--- src/rtl/ptx_pkg.sv ---
package ptx_pkg;
  typedef enum logic [1:0] {
    DIR_IDLE = 2'd0,
    DIR_A2B  = 2'd1,
    DIR_B2A  = 2'd2
  } dir_e;

  localparam int SIDE_A = 0;
  localparam int SIDE_B = 1;
endpackage

--- src/rtl/ptx_parity.sv ---
module ptx_parity #(
  parameter int W = 8
) (
  input  logic [W-1:0] data,
  input  logic         odd,
  output logic         par
);
  // reduction XOR gives the even-parity bit; odd sense inverts it
  assign par = (^data) ^ odd;
endmodule

--- src/rtl/ptx_dir_ctl.sv ---
module ptx_dir_ctl
  import ptx_pkg::*;
(
  input  logic en_a2b_n,
  input  logic en_b2a_n,
  output dir_e dir
);
  // A-to-B has priority so the ports can never drive each other
  always_comb begin
    if (!en_a2b_n)      dir = DIR_A2B;
    else if (!en_b2a_n) dir = DIR_B2A;
    else                dir = DIR_IDLE;
  end
endmodule

--- src/rtl/ptx_hold_latch.sv ---
module ptx_hold_latch #(
  parameter int W = 9
) (
  input  logic         clk,
  input  logic         rst_n,
  input  logic         le,
  input  logic         use_drv,
  input  logic [W-1:0] d_raw,
  input  logic [W-1:0] d_drv,
  output logic [W-1:0] q_src,
  output logic [W-1:0] q_chk
);
  logic [W-1:0] held;

  always_ff @(posedge clk or negedge rst_n) begin
    if (!rst_n)  held <= '0;
    else if (le) held <= q_chk;
  end

  // q_src feeds the opposite port and never sees the driven word,
  // which keeps the forward path free of a loop through this side.
  assign q_src = le ? d_raw : held;
  assign q_chk = le ? (use_drv ? d_drv : d_raw) : held;
endmodule

--- src/rtl/ptx_xcvr.sv ---
module ptx_xcvr
  import ptx_pkg::*;
#(
  parameter int DATA_W = 8
) (
  input  logic              clk,
  input  logic              rst_n,
  input  logic              en_a2b_n,
  input  logic              en_b2a_n,
  input  logic              pass_par,
  input  logic              odd_par,
  input  logic              a_le,
  input  logic              b_le,
  input  logic [DATA_W-1:0] a_in,
  input  logic              a_par_in,
  output logic [DATA_W-1:0] a_out,
  output logic              a_par_out,
  output logic              a_oe,
  input  logic [DATA_W-1:0] b_in,
  input  logic              b_par_in,
  output logic [DATA_W-1:0] b_out,
  output logic              b_par_out,
  output logic              b_oe,
  output logic              a_bad_n,
  output logic              b_bad_n
);
  localparam int LW     = DATA_W + 1;
  localparam int NSIDES = 2;

  dir_e dir;

  ptx_dir_ctl u_dir (
    .en_a2b_n (en_a2b_n),
    .en_b2a_n (en_b2a_n),
    .dir      (dir)
  );

  logic [NSIDES-1:0] drives;
  logic [NSIDES-1:0] le;
  logic [NSIDES-1:0] gen_src;
  logic [NSIDES-1:0] gen_chk;
  logic [NSIDES-1:0] bad_n;
  logic [LW-1:0]     raw [NSIDES];
  logic [LW-1:0]     src [NSIDES];
  logic [LW-1:0]     chk [NSIDES];
  logic [LW-1:0]     fwd [NSIDES];  // word the block drives onto side i

  assign drives[SIDE_A] = (dir == DIR_B2A);
  assign drives[SIDE_B] = (dir == DIR_A2B);
  assign le[SIDE_A]     = a_le;
  assign le[SIDE_B]     = b_le;
  assign raw[SIDE_A]    = {a_in, a_par_in};
  assign raw[SIDE_B]    = {b_in, b_par_in};

  for (genvar i = 0; i < NSIDES; i++) begin : g_side
    ptx_parity #(.W(DATA_W)) u_gen_src (
      .data (src[i][LW-1:1]),
      .odd  (odd_par),
      .par  (gen_src[i])
    );

    // outgoing word toward the opposite side
    assign fwd[NSIDES-1-i] = {src[i][LW-1:1], pass_par ? src[i][0] : gen_src[i]};

    ptx_hold_latch #(.W(LW)) u_lat (
      .clk     (clk),
      .rst_n   (rst_n),
      .le      (le[i]),
      .use_drv (drives[i]),
      .d_raw   (raw[i]),
      .d_drv   (fwd[i]),
      .q_src   (src[i]),
      .q_chk   (chk[i])
    );

    ptx_parity #(.W(DATA_W)) u_gen_chk (
      .data (chk[i][LW-1:1]),
      .odd  (odd_par),
      .par  (gen_chk[i])
    );

    assign bad_n[i] = ~(gen_chk[i] ^ chk[i][0]);
  end

  assign a_oe               = drives[SIDE_A];
  assign b_oe               = drives[SIDE_B];
  assign {a_out, a_par_out} = drives[SIDE_A] ? fwd[SIDE_A] : '0;
  assign {b_out, b_par_out} = drives[SIDE_B] ? fwd[SIDE_B] : '0;
  assign a_bad_n            = bad_n[SIDE_A];
  assign b_bad_n            = bad_n[SIDE_B];
endmodule

--- config.mk ---
export PLATFORM = sky130hd
export DESIGN_NAME = ptx_xcvr
export DESIGN_NICKNAME = d
export VERILOG_FILES = /design/src/rtl/ptx_pkg.sv /design/src/rtl/ptx_parity.sv /design/src/rtl/ptx_dir_ctl.sv /design/src/rtl/ptx_hold_latch.sv /design/src/rtl/ptx_xcvr.sv
export SDC_FILE = /design/constraint.sdc
export NUM_CORES = 1
export LEC_CHECK = 0
export BUFFER_PORTS_ARGS = -buffer_cell sky130_fd_sc_hd__clkbuf_2
export CAP_MARGIN = 15
export CORE_AREA = 2 2 61 63
export DETAILED_ROUTE_END_ITERATION = 10
export DIE_AREA = 0 0 63 65
export GPL_TIMING_DRIVEN = 0
export MAX_ROUTING_LAYER = met4
export PLACE_DENSITY = 0.85
export SYNTH_ARGS = -nofsm -noshare
export SYNTH_HDL_FRONTEND = slang
export SYNTH_SLANG_ARGS = --single-unit
--- constraint.sdc ---
create_clock -name clk -period 2 [get_ports clk]
set_input_delay 0.1 -clock clk [delete_from_list [all_inputs] [get_ports clk]]
set_output_delay 0.1 -clock clk [all_outputs]
set_load 0.05 [all_outputs]
After elaboration in Yosys (flattened, before gate mapping)
Index checks and enable logic that the tools add are counted.
W data, S select, Z words.
{"block": "totals", "in_bits": 26, "register_bits": 18, "output_inout_bits": 22}
{"block": "op_classes", "n_bitwise": 8, "n_eq_ne": 2, "n_reduce_logical": 4, "mux": 12}
{"cell": "$mux W9", "n": 8}
{"cell": "$reduce_xor A8 Y1", "n": 4}
{"cell": "$xor A1 B1 Y1", "n": 6}
{"cell": "$mux W2", "n": 2}
{"cell": "$eq A2 B1 Y1 const B", "n": 1}
{"cell": "$eq A2 B2 Y1 const B", "n": 1}
{"cell": "$mux W1", "n": 2}
{"cell": "$not A1 Y1", "n": 2}

Longest topological paths before layout
{"block": "depth", "depth_word": 10, "depth_mapped": 10, "depth_no_buf": 8}

Modules after synthesis
Synthesis repeated with hierarchy kept, for this count alone.
{"block": "unflattened", "cells_unflattened": 174, "hier_area_um2": 1724.2}
{"module": "ptx_hold_latch", "cells_each": 59, "instances": 2, "area_each_um2": 596.8}
{"module": "ptx_parity", "cells_each": 7, "instances": 4, "area_each_um2": 82.6}
{"module": "ptx_xcvr", "cells_each": 26, "instances": 1, "area_each_um2": 182.7}
{"module": "ptx_dir_ctl", "cells_each": 2, "instances": 1, "area_each_um2": 17.5}

Worst setup path after synthesis
No wires, ideal clock.
{"block": "synth_timing", "path_kind": "flip-flop to output port", "startpoint": "register g_side[0].u_lat.held[6]", "endpoint": "output port b_bad_n", "stages_incl_launch_ff": 8, "path_buffers": 0, "arrival_time_ps": 2887, "setup_slack_ps": -987, "cell_sequence": "dfrtp_1 nand2b_1 a21oi_1 a21oi_1 mux2i_1 xnor3_1 xnor2_1 xnor2_1"}
{"block": "synth_via", "elab_chain_len": 8, "elab_cells_between_ends": 10, "classes_between": "4 x mux; 4 x bitwise; 2 x reduce/logical"}
{"element": "start, declared", "line_no": "ptx_hold_latch.sv:13", "rtl": "logic [W-1:0] held;"}
{"element": "start signal, assigned", "line_no": "ptx_hold_latch.sv:17", "rtl": "else if (le) held <= q_chk;"}
{"element": "$mux W9 *", "line_no": "ptx_hold_latch.sv:22", "rtl": "assign q_src = le ? d_raw : held;"}
{"element": "$reduce_xor A8 Y1", "line_no": "ptx_parity.sv:9", "rtl": "assign par = (^data) ^ odd;"}
{"element": "$xor A1 B1 Y1", "line_no": "ptx_parity.sv:9"}
{"element": "$mux W1", "line_no": "ptx_xcvr.sv:63", "rtl": "assign fwd[NSIDES-1-i] = {src[i][LW-1:1], pass_par ? src[i][0] : gen_src[i]};"}
{"element": "$mux W9 * (2 in a row)", "line_no": "ptx_hold_latch.sv:23", "rtl": "assign q_chk = le ? (use_drv ? d_drv : d_raw) : held;"}
{"element": "$xor A1 B1 Y1 *", "line_no": "ptx_xcvr.sv:82", "rtl": "assign bad_n[i] = ~(gen_chk[i] ^ chk[i][0]);"}
{"element": "$not A1 Y1 *", "line_no": "ptx_xcvr.sv:82"}
{"element": "end, declared", "line_no": "ptx_xcvr.sv:25", "rtl": "output logic b_bad_n"}
Every way passes the cells marked *; elsewhere a longest branch is shown, timed or not.

Final worst setup path
{"block": "layout_timing", "startpoint": "register g_side[1].u_lat.held[7]", "endpoint": "output port a_bad_n"}
{"block": "layout_via", "elab_chain_len": 8, "elab_cells_between_ends": 10, "classes_between": "4 x mux; 4 x bitwise; 2 x reduce/logical"}
{"element": "start, declared", "line_no": "ptx_hold_latch.sv:13"}
{"element": "start signal, assigned", "line_no": "ptx_hold_latch.sv:17"}
{"element": "$mux W9 *", "line_no": "ptx_hold_latch.sv:22"}
{"element": "$reduce_xor A8 Y1", "line_no": "ptx_parity.sv:9"}
{"element": "$xor A1 B1 Y1", "line_no": "ptx_parity.sv:9"}
{"element": "$mux W1", "line_no": "ptx_xcvr.sv:63"}
{"element": "$mux W9 * (2 in a row)", "line_no": "ptx_hold_latch.sv:23"}
{"element": "$xor A1 B1 Y1 *", "line_no": "ptx_xcvr.sv:82"}
{"element": "$not A1 Y1 *", "line_no": "ptx_xcvr.sv:82"}
{"element": "end, declared", "line_no": "ptx_xcvr.sv:24", "rtl": "output logic a_bad_n,"}
Marks and branches as above.

==> summary.txt <==
Synth
  – Ys Warns: 0
  – Top-count cell post-synth: mux2i_1
  – Synth area leader: dfrtp_1
  – Post-synth EDFFs: 0
  – Synthesized Nets: 196
  – Synth Instances: 170
  – Top cells by count, synth: mux2i_1 (28), dfrtp_1 (18), xor2_1 (17), nor2_1 (15), xnor2_1 (14)
  – Post-synth ARST share: 1.000
  – Synth Cell Area: 1670 sq um
  – Seq cells post-synth: 18
  – Synth cell types: 32
  – Top cells by area, synth: dfrtp_1 (27%), mux2i_1 (17%), xor2_1 (8.9%)
  – Top_reg_cell synth: dfrtp_1
  – Register area share after synthesis: 0.2697
  – Synth top area share: 0.2697
  – Syn_area_per_cell: 9.826 sq um

Die
  – Full die area: 4095 sq um
  – Die width: 63 um
  – IO Pins: 48
  – Rows: 22
  – Initial core utilization: 0.4778
  – Die H: 65 um
  – CORE AREA: 3496 sq um

Clocking
  – Num CTS Buffers: 3
  – Longest Clk Path Bufs: 2
  – TritonCTS sink count: 18
  – Clock Latency Late Sink: 0.30 ns
  – Clk pin slew, worst setup/hold paths: 0.11 ns
  – CTS tree: done
  – Root Driver: clkbuf_4
  – CTS H-tree lvls: 1

Pwr
  – Clock share of power: 0.086
  – P_leak: 0.001126 uW
  – Switching part of the total: 0.4502
  – Combinational share of power: 0.701
  – Power Density: 926.1 nW/um^2
  – Int Pwr: 1199 uW
  – VDD IR max: 0.8193 mV
  – Pwr Total: 2181 uW
  – P_sw: 981.8 uW
  – Part of the power in registers: 0.212

Global routing
  – Vias in the first global route: 1486
  – First-pass GRT wire length: 6.941 mm
  – Pin count of the biggest net entering global routing: 19
  – Gr usage total: 0.2284
  – GRT Residual Overflow: 0
  – Initial antenna violation count: 0

Routing
  – Antenna Nets Post-Route: 0
  – DRC: 0
  – DRT iter0 DRCs: 52
  – DRT Wirelength: 4.559 mm
  – Pre-antenna DRT Iters: 4
  – Drt via density: 5.285
  – DR vias: 1464
  – Wire per inst: 16.46 um

Status
  – Status: complete, but fails checks
  – Violated checks: negative setup slack

Critical path
  – WP data required: 1.90 ns
  – Critical Path Sink Type: output pin
  – Critical R2R Capture: g_side[0].u_lat.held[0]$_DFFE_PN0P_
  – Reg2Reg Depth: 6
  – Flop2flop setup slack: 0.09 ns
  – Worst setup SP type: flop
  – Largest fanout on the critical path: 2
  – Worst Setup SP: g_side[1].u_lat.held[7]$_DFFE_PN0P_
  – Reg-to-reg critical path startpoint: g_side[1].u_lat.held[7]$_DFFE_PN0P_
  – Worst setup path end: a_bad_n
  – Worst setup path class: flop to output pin
  – Critical Path AT: 2.42 ns

STA
  – Hold Slack: 0.1523 ns
  – Tcrit/Tclk final: 1.259
  – Slew margin rel.: 0.6891
  – Final Setup Violations: 4
  – Worst Skew: 0.008052 ns
  – Fmax: 0.3972 GHz
  – Worst-margin pin slew: 0.4664 ns
  – Final Slew Violations: 0
  – RSZ-0062 raised after global routing: true
  – Min setup slack post-route: -0.5174 ns
  – Min Tclk post-route: 2.517 ns
  – Hold Vio Cnt, Final: 0

Finish
  – Biggest regs: g_side.u_lat.held (18)
  – Largest register by flop count: g_side.u_lat.held
  – Fin cells: 277
  – Number of diodes: 0
  – Share of cells above drive strength 1: 0.4760
  – Max reg flops: 18
  – Area grow syn2layout: 40.97%
  – FILL cells: 297
  – Final #Nets: 257

Worst hold path
  – Worst hold-check path type: input pin to flop

Placement
  – Cells after DPL: 263
  – GP Congestion: 0.8473
  – Port Buffer Count: 45
  – Dpl hpwl: 3.292 mm

Flow run
  – Max-cap violations: 0
[kinds of logic (layout without fill, tap and decap cells)]
| logic type | after synthesis | after routing | share of synthesized area |
|---|---|---|---|
| multiplexers | 30 | 30 | 0.1813 |
| flip-flops | 18 | 18 | 0.2697 |
| XOR/XNOR | 37 | 37 | 0.2397 |
| AO/OA/AOI/OAI | 26 | 26 | 0.1146 |
| AND/OR/NAND/NOR | 40 | 40 | 0.1236 |
| buffers and inverters | 19 | 78 | 0.07115 |
[how the worst min path moves through the flow]
| stage | from | endpoint | slack (ns) | depth (start not counted) |
|---|---|---|---|---|
| 3_3_place_gp | rst_n | g_side[0].u_lat.held[0]$_DFFE_PN0P_ | 0.08 | 1 |
| 4_1_cts | a_in[1] | g_side[0].u_lat.held[2]$_DFFE_PN0P_ | 0.17 | 3 |
| 3_5_place_dp | rst_n | g_side[0].u_lat.held[0]$_DFFE_PN0P_ | 0.08 | 1 |
| 5_1_grt | a_in[1] | g_side[0].u_lat.held[2]$_DFFE_PN0P_ | 0.16 | 3 |
| 2_1_floorplan | rst_n | g_side[0].u_lat.held[0]$_DFFE_PN0P_ | -0.20 | 0 |
| 6_report | a_in[1] | g_side[0].u_lat.held[2]$_DFFE_PN0P_ | 0.15 | 3 |
[metrics by stage]
| stage | area [sq um] | TNS, ns | setup slack, ns | utilization |
|---|---|---|---|---|
| 4_1_cts | 2232 | -1.522 | -0.5254 | 0.6385 |
| 3_3_place_gp | 2085 | -0.8907 | -0.4489 | 0.5963 |
| 3_5_place_dp | 2085 | -0.8943 | -0.4516 | 0.5963 |
| 5_1_grt | 2355 | -1.948 | -0.5987 | 0.6736 |
| 6_report | 2355 | -1.539 | -0.5174 | 0.6736 |
| 2_1_floorplan | 1799 | -0.3733 | -0.1882 | - |
[repair_timing]
| action | 4_1_cts | 5_1_grt |
|---|---|---|
| resized for setup | 18 | 17 |
| pin swaps | 13 | 11 |
| endpoints found under the hold margin | 18 | 0 |
| buffers inserted | 4 | 6 |
| endpoints found under the setup margin | 5 | 5 |
| hold buffers | 1 | 0 |
| gates cloned | 0 | 0 |
[layout by cell type (no fill, tap or decap), types with 2 or more instances in the layout]
master | Yosys | routed
o211ai_1 | 2 | 2
o21ai_0 | 2 | 2
buf_8 | 0 | 4
nor2_2 | 1 | 3
mux2_2 | 2 | 2
nand2b_1 | 10 | 9
xnor3_1 | 5 | 5
a21oi_1 | 13 | 7
xnor2_2 | 1 | 5
nand2b_4 | 0 | 2
o221ai_2 | 4 | 5
a21oi_4 | 0 | 5
buf_6 | 3 | 4
nand3_1 | 2 | 2
clkbuf_4 | 0 | 3
nand2_1 | 7 | 7
dfrtp_1 | 18 | 17
clkbuf_2 | 0 | 41
a21oi_2 | 1 | 2
xor2_1 | 17 | 16
inv_1 | 9 | 9
mux2i_4 | 0 | 2
buf_2 | 1 | 2
mux2i_1 | 28 | 20
nor2_1 | 15 | 10
xnor2_1 | 14 | 9
mux2i_2 | 0 | 6
buf_4 | 2 | 12
nor2_4 | 0 | 3
[worst max-delay path, cell delays in order, from the launching register on]
cell and delay [ns]:
dfrtp_1 0.41, xor2_1 0.16, mux2i_1 0.15, xnor3_1 0.47, xnor2_2 0.21, nor2_2 0.07, o31a_1 0.31, xor2_4 0.18
buf_8 0.16
[cell type report]
cell class	instances	area [sq um]	area share
buffer	9	90.09	0.03826
clock buffer	3	22.52	0.009564
inverter	10	40.04	0.01700
multi-input combinational	133	1340	0.5691
sequential	18	451.7	0.1918
tap	48	60.06	0.02550
timing repair buffer	56	350.3	0.1488
[metal layers]
metal,up-vias,part of all wire,global-route usage
li1,696,-,-
met1,690,0.41,0.2764
met2,63,0.50,0.3684
met3,15,0.053,0.03125
met4,0,0.034,0.1306
met5,-,0,-
[power by group through the flow]
| stage | sequential (uW) | combinational (uW) | clock, uW |
|---|---|---|---|
| floorplan | 454 | 1030 | 0 |
| global placement | 460 | 1230 | 0 |
| detailed placement | 463 | 1240 | 0 |
| CTS | 457 | 1420 | 185 |
| global route | 469 | 1610 | 209 |
| finish | 463 | 1530 | 189 |
(Power assumes the default switching activity.)
